===== src/rtl/window_watchdog.sv =====
module window_watchdog #(
  parameter int          CNT_W  = 12,
  parameter int          ADDR_W = 4,
  parameter logic [7:0]  KEY    = 8'hA5
) (
  input  logic              clk,
  input  logic              rst_n,
  input  logic [ADDR_W-1:0] bus_addr,
  input  logic              bus_we,
  input  logic              bus_re,
  input  logic [31:0]       bus_wdata,
  output logic [31:0]       bus_rdata,
  input  logic              tick_en,
  input  logic              dbg_halt,
  input  logic              idle_halt,
  output logic              rst_req,
  output logic              fault_irq
);
  localparam logic [29:0]       CFG_RST  = 30'h3FFF_2FFF;
  localparam logic [ADDR_W-1:0] OFS_CMD  = ADDR_W'(0);
  localparam logic [ADDR_W-1:0] OFS_CFG  = ADDR_W'(4);
  localparam logic [ADDR_W-1:0] OFS_STAT = ADDR_W'(8);

  logic [29:0]      cfg_q;
  logic             locked_q;
  logic [CNT_W-1:0] cnt_q;
  logic             unf_q, err_q;

  wire [CNT_W-1:0] reload = cfg_q[CNT_W-1:0];
  wire [CNT_W-1:0] window = cfg_q[16 +: CNT_W];
  wire irq_en  = cfg_q[12];
  wire rst_en  = cfg_q[13];
  wire frozen  = cfg_q[15] | (dbg_halt & cfg_q[28]) | (idle_halt & cfg_q[29]);

  wire cmd_wr     = bus_we && bus_addr == OFS_CMD;
  wire restart    = cmd_wr && bus_wdata[31:24] == KEY && bus_wdata[0];
  wire count_tick = tick_en && !frozen;
  wire early      = restart && cnt_q > window;
  wire expiry     = count_tick && cnt_q == '0 && !restart;
  wire stat_clr   = bus_re && bus_addr == OFS_STAT;

  always_ff @(posedge clk or negedge rst_n) begin
    if (!rst_n) begin
      cfg_q    <= CFG_RST;
      locked_q <= 1'b0;
    end else if (bus_we && bus_addr == OFS_CFG && !locked_q) begin
      cfg_q    <= bus_wdata[29:0];
      locked_q <= 1'b1;
    end
  end

  always_ff @(posedge clk or negedge rst_n) begin
    if (!rst_n)
      cnt_q <= '1;
    else if (restart)
      cnt_q <= reload;
    else if (count_tick)
      cnt_q <= (cnt_q == '0) ? reload : cnt_q - 1'b1;
  end

  always_ff @(posedge clk or negedge rst_n) begin
    if (!rst_n) begin
      unf_q <= 1'b0;
      err_q <= 1'b0;
    end else begin
      unf_q <= (unf_q && !stat_clr) || expiry;
      err_q <= (err_q && !stat_clr) || early;
    end
  end

  always_comb begin
    case (bus_addr)
      OFS_CFG:  bus_rdata = {2'b00, cfg_q};
      OFS_STAT: bus_rdata = {30'd0, err_q, unf_q};
      default:  bus_rdata = 32'd0;
    endcase
  end

  assign fault_irq = irq_en && (unf_q || err_q);
  assign rst_req   = rst_en && (unf_q || err_q);

  a_r2_cfg_locked: assert property (@(posedge clk) disable iff (!rst_n)
    locked_q |=> $stable(cfg_q));
  a_r4_underflow: assert property (@(posedge clk) disable iff (!rst_n)
    expiry |=> unf_q && cnt_q == $past(reload));
  a_r6_early_err: assert property (@(posedge clk) disable iff (!rst_n)
    early |=> err_q);
  a_r7_bad_key: assert property (@(posedge clk) disable iff (!rst_n)
    (cmd_wr && bus_wdata[31:24] != KEY && !count_tick) |=> $stable(cnt_q));
  a_r8_reset_out: assert property (@(posedge clk) disable iff (!rst_n)
    (early && rst_en) |=> rst_req);
  a_r9_clear: assert property (@(posedge clk) disable iff (!rst_n)
    (stat_clr && !expiry) |=> !unf_q);
  a_r10_freeze: assert property (@(posedge clk) disable iff (!rst_n)
    (!count_tick && !restart) |=> $stable(cnt_q));
endmodule


===== config.mk =====
export PLATFORM = sky130hd
export DESIGN_NAME = window_watchdog
export DESIGN_NICKNAME = d
export VERILOG_FILES = /design/src/rtl/window_watchdog.sv
export SDC_FILE = /design/constraint.sdc
export NUM_CORES = 1
export LEC_CHECK = 0
export ABC_AREA = 0
export BUFFER_PORTS_ARGS = -buffer_cell sky130_fd_sc_hd__clkbuf_2
export CAP_MARGIN = 15
export CORE_MARGIN = 2
export CORE_UTILIZATION = 30
export CTS_CLUSTER_DIAMETER = 80
export DETAILED_ROUTE_END_ITERATION = 12
export PLACE_DENSITY = 0.51
export SYNTH_ARGS = -nofsm -noshare
export SYNTH_HDL_FRONTEND = slang
export SYNTH_SLANG_ARGS = --single-unit

===== constraint.sdc =====
create_clock -name clk -period 3.38 [get_ports clk]
set_input_delay 0.507 -clock clk [delete_from_list [all_inputs] [get_ports clk]]
set_output_delay 0.507 -clock clk [all_outputs]
set_load 0.01 [all_outputs]

**Yosys cells after proc, flatten, opt, wreduce, memory -nomap -nowiden**

Cells that the tools add are included.

- Reductions and logical operators: 24
- Eq/ne operators: 3
- Add/sub/neg operators: 1
- Multiplexer cells: 4
- Order comparisons: 1
- Bitwise gates (word level): 4

Operators by type and width:

| kind | number |
|---|---|
| one-hot mux 30 bit (2 select lines) | 1 |
| 2-to-1 mux 12 bit | 3 |
| logical AND 1 bit | 14 |
| greater-than comparator 12 bit | 1 |
| logical NOT 12 bit | 1 |
| subtractor 12 x 1 -> 12 bit (second input constant) | 1 |
| == test 8 bit (second input constant) | 1 |
| == test 4 x 3 -> 1 bit (second input constant) | 1 |
| == test 4 bit (second input constant) | 1 |
| logical NOT 1 bit | 4 |
| logical NOT 4 bit | 1 |
| logical OR 1 bit | 3 |
| bitwise AND 1 bit | 2 |
| bitwise OR 1 bit | 2 |
| nonzero test 2 bit | 1 |

- Output and inout port bits: 34
- Logic and storage cells: 42
- Flip-flop bits (word level): 45
- Input bits: 43

**Logic depth before layout (Yosys ltp)**

- Depth in word-level cells: 8
- Mapped depth: 9
- Mapped depth without buffers: 7

**Worst setup path before layout**

No wires, ideal clock.

- Path kind: register to register
- From: reg cnt_q[0]
- To: reg cnt_q[4]
- Path slack: 1475 ps
- Required time: 3300 ps
- Path buffers: 1
- Stages on the path, launching flop included: 9
- Setup time: 80 ps
- Period minus slack after synthesis: 1905 ps
- Data arrival time: 1826 ps
- Cell sequence: dfstp_2 -> inv_1 -> ha_1 -> nor4b_1 -> and4b_1 -> nor2b_2 -> buf_6 -> mux2_4 -> o22a_1

- Longest elaborated chain between the ends: 4
- Elaborated cells on any way between the ends: 5
- Those cells by class: add/sub (1); mux (3); reduce/logical (1)

Ends and longest elaborated chain:

| element | line | RTL |
|---|---|---|
| start, declared | 26 | `logic [CNT_W-1:0] cnt_q;` |
| start signal, assigned | 56 | `cnt_q <= reload;` |
| start signal, assigned | 58 | `cnt_q <= (cnt_q == '0) ? reload : cnt_q - 1'b1;` |
| subtractor 12 x 1 -> 12 bit or logical NOT 12 bit (tied branches) | 58 |  |
| 2-to-1 mux 12 bit (*) | 58 |  |
| 2-to-1 mux 12 bit (*) | 57 | `else if (count_tick)` |
| 2-to-1 mux 12 bit (*) | 55 | `else if (restart)` |

Every way passes the cells marked *; elsewhere a longest branch is shown, timed or not. The select of a mux whose other input is x is not followed.
A chain may end at the register's enable or synchronous reset.

**Worst setup path after layout**

- From: in bus_addr[2]
- To: out bus_rdata[0]

- Longest elaborated chain between the ends: 2
- Elaborated cells on any way between the ends: 3
- Those cells by class: eq/ne (2); mux (1)

Ends and longest elaborated chain:

| element | line | RTL |
|---|---|---|
| start, declared | 8 | `input logic [ADDR_W-1:0] bus_addr,` |
| == test 4 bit or == test 4 x 3 -> 1 bit (tied branches) | 72 | `case (bus_addr)` |
| one-hot mux 30 bit (2 select lines) (*) | 72 |  |
| end, declared | 12 | `output logic [31:0] bus_rdata,` |

Every way passes the cells marked *; elsewhere a longest branch is shown, timed or not.

==> results.md <==
Setup path:
- STA classifies the critical path endpoint as a primary output.
- The kind of critical path is primary input to primary output.
- On the worst path, the slowest cell contributes a delay of 610 ps.
- Along the worst path, the maximum fanout reaches 19.
- Traced cell by cell, the critical path runs through clkbuf_2 -> nor2b_1 -> buf_4 -> a22oi_1 -> nor3_1 -> clkbuf_2.
- The slowest stage of the critical path is the sky130_fd_sc_hd__nor2b_1 cell.
- In this design, the critical path's most frequently occurring cell is sky130_fd_sc_hd__clkbuf_2.
- STA classifies the critical path startpoint as a primary input.
- Data on the critical path arrives at its endpoint at 2000 ps.
- STA puts the critical path data required time at 2870 ps.

Yosys:
- The sequential fraction of the synthesis area is 42.92%.
- The xor-xnor portion of the synthesized cell area is 0%.
- The adder and majority gate portion of the synthesized area is 6.399%.
- Yosys mapped a number of flops with a built-in enable equal to 0.
- The share of cell area taken by muxes after synthesis is 15.63%.
- The cell taking the most area after synthesis is sky130_fd_sc_hd__dfstp_2.
- The most instantiated flip-flop cell in the synthesis netlist is sky130_fd_sc_hd__dfstp_2.
- By area, the combinational part of the netlist is dominated by simple AND/OR/NAND/NOR gates.
- After synthesis, the cell types taking the most area are sky130_fd_sc_hd__dfstp_2 37%, sky130_fd_sc_hd__mux2_2 12%, sky130_fd_sc_hd__and3_1 6.6%, sky130_fd_sc_hd__ha_1 6.4%, sky130_fd_sc_hd__dfrtp_1 5.5%.
- Counting flops with an async set or reset pin after synthesis yields a share of 100.0%.
- The mean area per synthesized cell is 10.57 µm².
- After technology mapping, the gate count stands at 259.
- Summing the areas of all compound-gate instances in the mapped netlist gives 10.28% of the synthesized area.
- The netlist area before placement is 0.002738 mm².
- In this run the biggest area consumer among cell types represents 37.43% of the synthesized area.
- The area share of and/or/nand/nor cells after synthesis is 18.92%.
- The number of warning messages in the yosys log is 0.
- The synthesized flop and latch total is 45.
- The number of different library cells used by synthesis comes to 51.

Die:
- The die covers 0.009905 mm².
- The number of placement rows is 34.
- After floorplanning, the core was sized to cover 0.008806 mm².
- The number of placed I/O pins is 77.
- Once the floorplan was initialized, standard cells occupied 31.09% of the core.
- The floorplan step set the die width to 99.53 µm.
- The die is 99.53 µm tall.

Clocking:
- After clock tree synthesis, the setup repair step added 0 buffers.
- The CTS tree is yes.
- For the worst-skew pair, the clock arrives at the later sink with an insertion delay of 300 ps.
- In this run the clock root is driven by a sky130_fd_sc_hd__clkbuf_8.
- Counting along the longest clock path gives a buffer depth of 2.
- Buffers inserted during clock tree synthesis total 5.
- The clock net in this run drives a total of 45 sinks.
- The maximum level of the CTS H-tree is 2.
- The number of hold buffers added after CTS was 0.
- The clock input transition at the sequential cells of the worst setup and hold paths is 80 ps.
- After clock tree synthesis, the repair step resized 0 gates.

Route:
- The routed length per instance is 15.22 µm.
- Once detail routing completed, the nets flagged for antenna violations numbered 0.
- The detailed-router iteration count before antenna repair is 4.
- For this block, the routed nets add up to 6667 µm of wire.
- After detailed routing, the number of remaining DRC violations is 0.
- The vias after detailed routing is 2,197.
- The average via count per standard cell is 5.016.
- The number of DRC markers in iteration 0 is 94.

Place:
- The estimated wirelength of the detail-placed design is 5006 µm.
- The global placement routability congestion is 0.7648.
- In this run the tool buffered the top-level ports with 74 buffer cells.

Power and ir drop:
- The clock network is responsible for 17.0% of the overall power.
- The internal power of the cells is 1281 µW.
- The sequential group share of total power is 52.0%.
- For this design the ratio of total power to cell area is 599.6 mW/mm².
- The cell leakage power is 0.001633 µW.
- The net switching power is 682.0 µW.
- The maximum vdd drop is 0.1956 mV.
- Of the total power, combinational logic draws 31.0%.
- The net switching fraction of the power is 34.74%.

Worst hold path:
- The min-delay analysis places its worst path in the category primary input to asynchronous set/reset pin.

Cells and area:
- The synthesis-to-finish area growth is 19.61%.
- The layout net count is 386.
- The area occupied by multi-input gates is 0.001410 mm².
- After filler insertion, the fill cell instance count of the layout stands at 894.
- The utilization after layout is 37.18%.
- The number of antenna diodes in the final layout is 0.
- The share of layout cells above drive strength 1 is 49.39%.
- The area occupied by registers is 0.001175 mm².

Timing:
- The count of final hold-check violations is 0.
- For the pin with the worst max-slew slack, the measured transition is 834.8 ps.
- The share of the clock period used by the worst path is 74.24%.
- Setup repair after global routing left no endpoint under its margin.
- The number of setup violations in the final report is 0.
- The maximum clock skew at final layout is 7.640 ps.
- The number of slew-limit violations in the final report is 0.
- The relative max-transition margin is 44.10%.
- The final period demand of the worst path is 2509 ps.
- For the final routed database, the setup TNS stands at 0 ps.
- The achievable frequency is 0.3985 GHz.

Global routing:
- The via count of the first global-routing pass is 2,145.
- The first-pass GRT wire length is 11,020 µm.
- Global routing finished with a remaining overflow of 0.
- Entering global routing, the biggest net connects 31 pins.
- The number of antenna violations at the first check in global routing was 0.
- The total track usage is 13.95%.

Run:
- The max-cap check violation count is 0.

Outcome:
- The flow ran to the end, and the final reports show no timing, DRC or antenna violations.
[synth_stat cells, drive strengths merged, types with 2 or more instances]
cell type / n
o22a: 3
and3: 29
nand2b: 3
clkbuf: 6
nor4: 5
o21ai: 10
nor2b: 4
nand2: 10
nor4b: 3
dfrtp: 6
o21a: 3
nor2: 8
and4b: 2
a21o: 2
ha: 14
a21oi: 9
a22oi: 4
dfstp: 39
and2b: 2
o2bb2ai: 4
nor3: 5
mux2i: 6
nand4: 4
buf: 10
nand3: 5
inv: 17
or2b: 2
mux2: 32
[state kept, by name, indices dropped and copies added (netlist names)]
register,flops
cfg_q,30
cnt_q,12
err_q,1
locked_q,1
unf_q,1
[path summary, 6_finish.rpt]
| path | end | from | slack [ps] | depth (start not counted) |
|---|---|---|---|---|
| min in group clk | cfg_q[22] | bus_wdata[22] | 430 | 2 |
| max in group asynchronous | cfg_q[7] | rst_n | 2360 | 2 |
| min | cfg_q[14] | rst_n | 250 | 1 |
| max reg2reg | cnt_q[4] | cnt_q[0] | 880 | 7 |
| max | bus_rdata[0] | bus_addr[2] | 870 | 6 |
| min reg2reg | locked_q | locked_q | 470 | 1 |
[power groups by stage]
| stage | logic, µW | clock network (µW) | registers (µW) |
|---|---|---|---|
| after CTS | 615 | 349 | 1030 |
| after detailed placement | 613 | 0 | 1040 |
| after global placement | 607 | 0 | 1040 |
| after floorplan | 482 | 0 | 948 |
| after global routing | 706 | 365 | 1060 |
| final | 608 | 334 | 1020 |
[area by class of cell]
| type | count | area share (%) |
|---|---|---|
| timing repair buffer | 79 | 12.46 |
| clock inverter | 2 | 0.3057 |
| sequential | 45 | 35.88 |
| multi-input combinational | 181 | 43.06 |
| tap | 108 | 4.127 |
| clock buffer | 6 | 2.216 |
| inverter | 17 | 1.949 |
[kinds of logic after synthesis]
family	count (synthesis)
adders and majority gates	14
buffers and inverters	34
other	1
muxes	38
DFF	45
and+or+nand+nor	85
AOI/OAI and AO/OA	42
[cell usage in the layout, fill, tap and decap left out, types with 6 or more instances in the layout]
master and instances:
sky130_fd_sc_hd__clkbuf_2 74, sky130_fd_sc_hd__dfstp_2 39, sky130_fd_sc_hd__mux2_2 30, sky130_fd_sc_hd__and3_1 29, sky130_fd_sc_hd__inv_1 17, sky130_fd_sc_hd__ha_1 14, sky130_fd_sc_hd__nand2_1 10, sky130_fd_sc_hd__a21oi_1 9
sky130_fd_sc_hd__o21ai_0 9, sky130_fd_sc_hd__nor2_1 8, sky130_fd_sc_hd__mux2i_1 6, sky130_fd_sc_hd__dfrtp_1 6
[routing by layer]
layer / global-route usage (%) / up-vias / wire, µm / part of all wire (%)
met1: 19.06 / 1058 / 3238 / 49
met3: 2.881 / 5 / 296 / 4.4
li1: - / 1076 / - / -
met2: 22.97 / 58 / 3079 / 46
met5: 0 / - / 0 / 0
met4: 2.845 / 0 / 53 / 0.79
[stage by stage]
stage / hold slack, ps / power (µW) / instances / setup slack [ps] / cell area (µm²)
2_1_floorplan: 211.4 / 1430 / 260 / 1475 / 2741
3_3_place_gp: 440.4 / 1642 / 430 / 858.8 / 3192
3_5_place_dp: 453.4 / 1650 / 430 / 869.5 / 3192
4_1_cts: 265.8 / 1992 / 438 / 864.7 / 3274
5_1_grt: 299.6 / 2128 / 438 / 656.4 / 3274
6_report: 250.5 / 1963 / 438 / 870.7 / 3274
[critical path, delay by kind of cell]
kind	cells	cell delay, ps
AO/OA/AOI/OAI	1	130
buffers and inverters	3	600
AND/OR/NAND/NOR	2	750
Note: power is estimated with default switching activity, not from simulation.
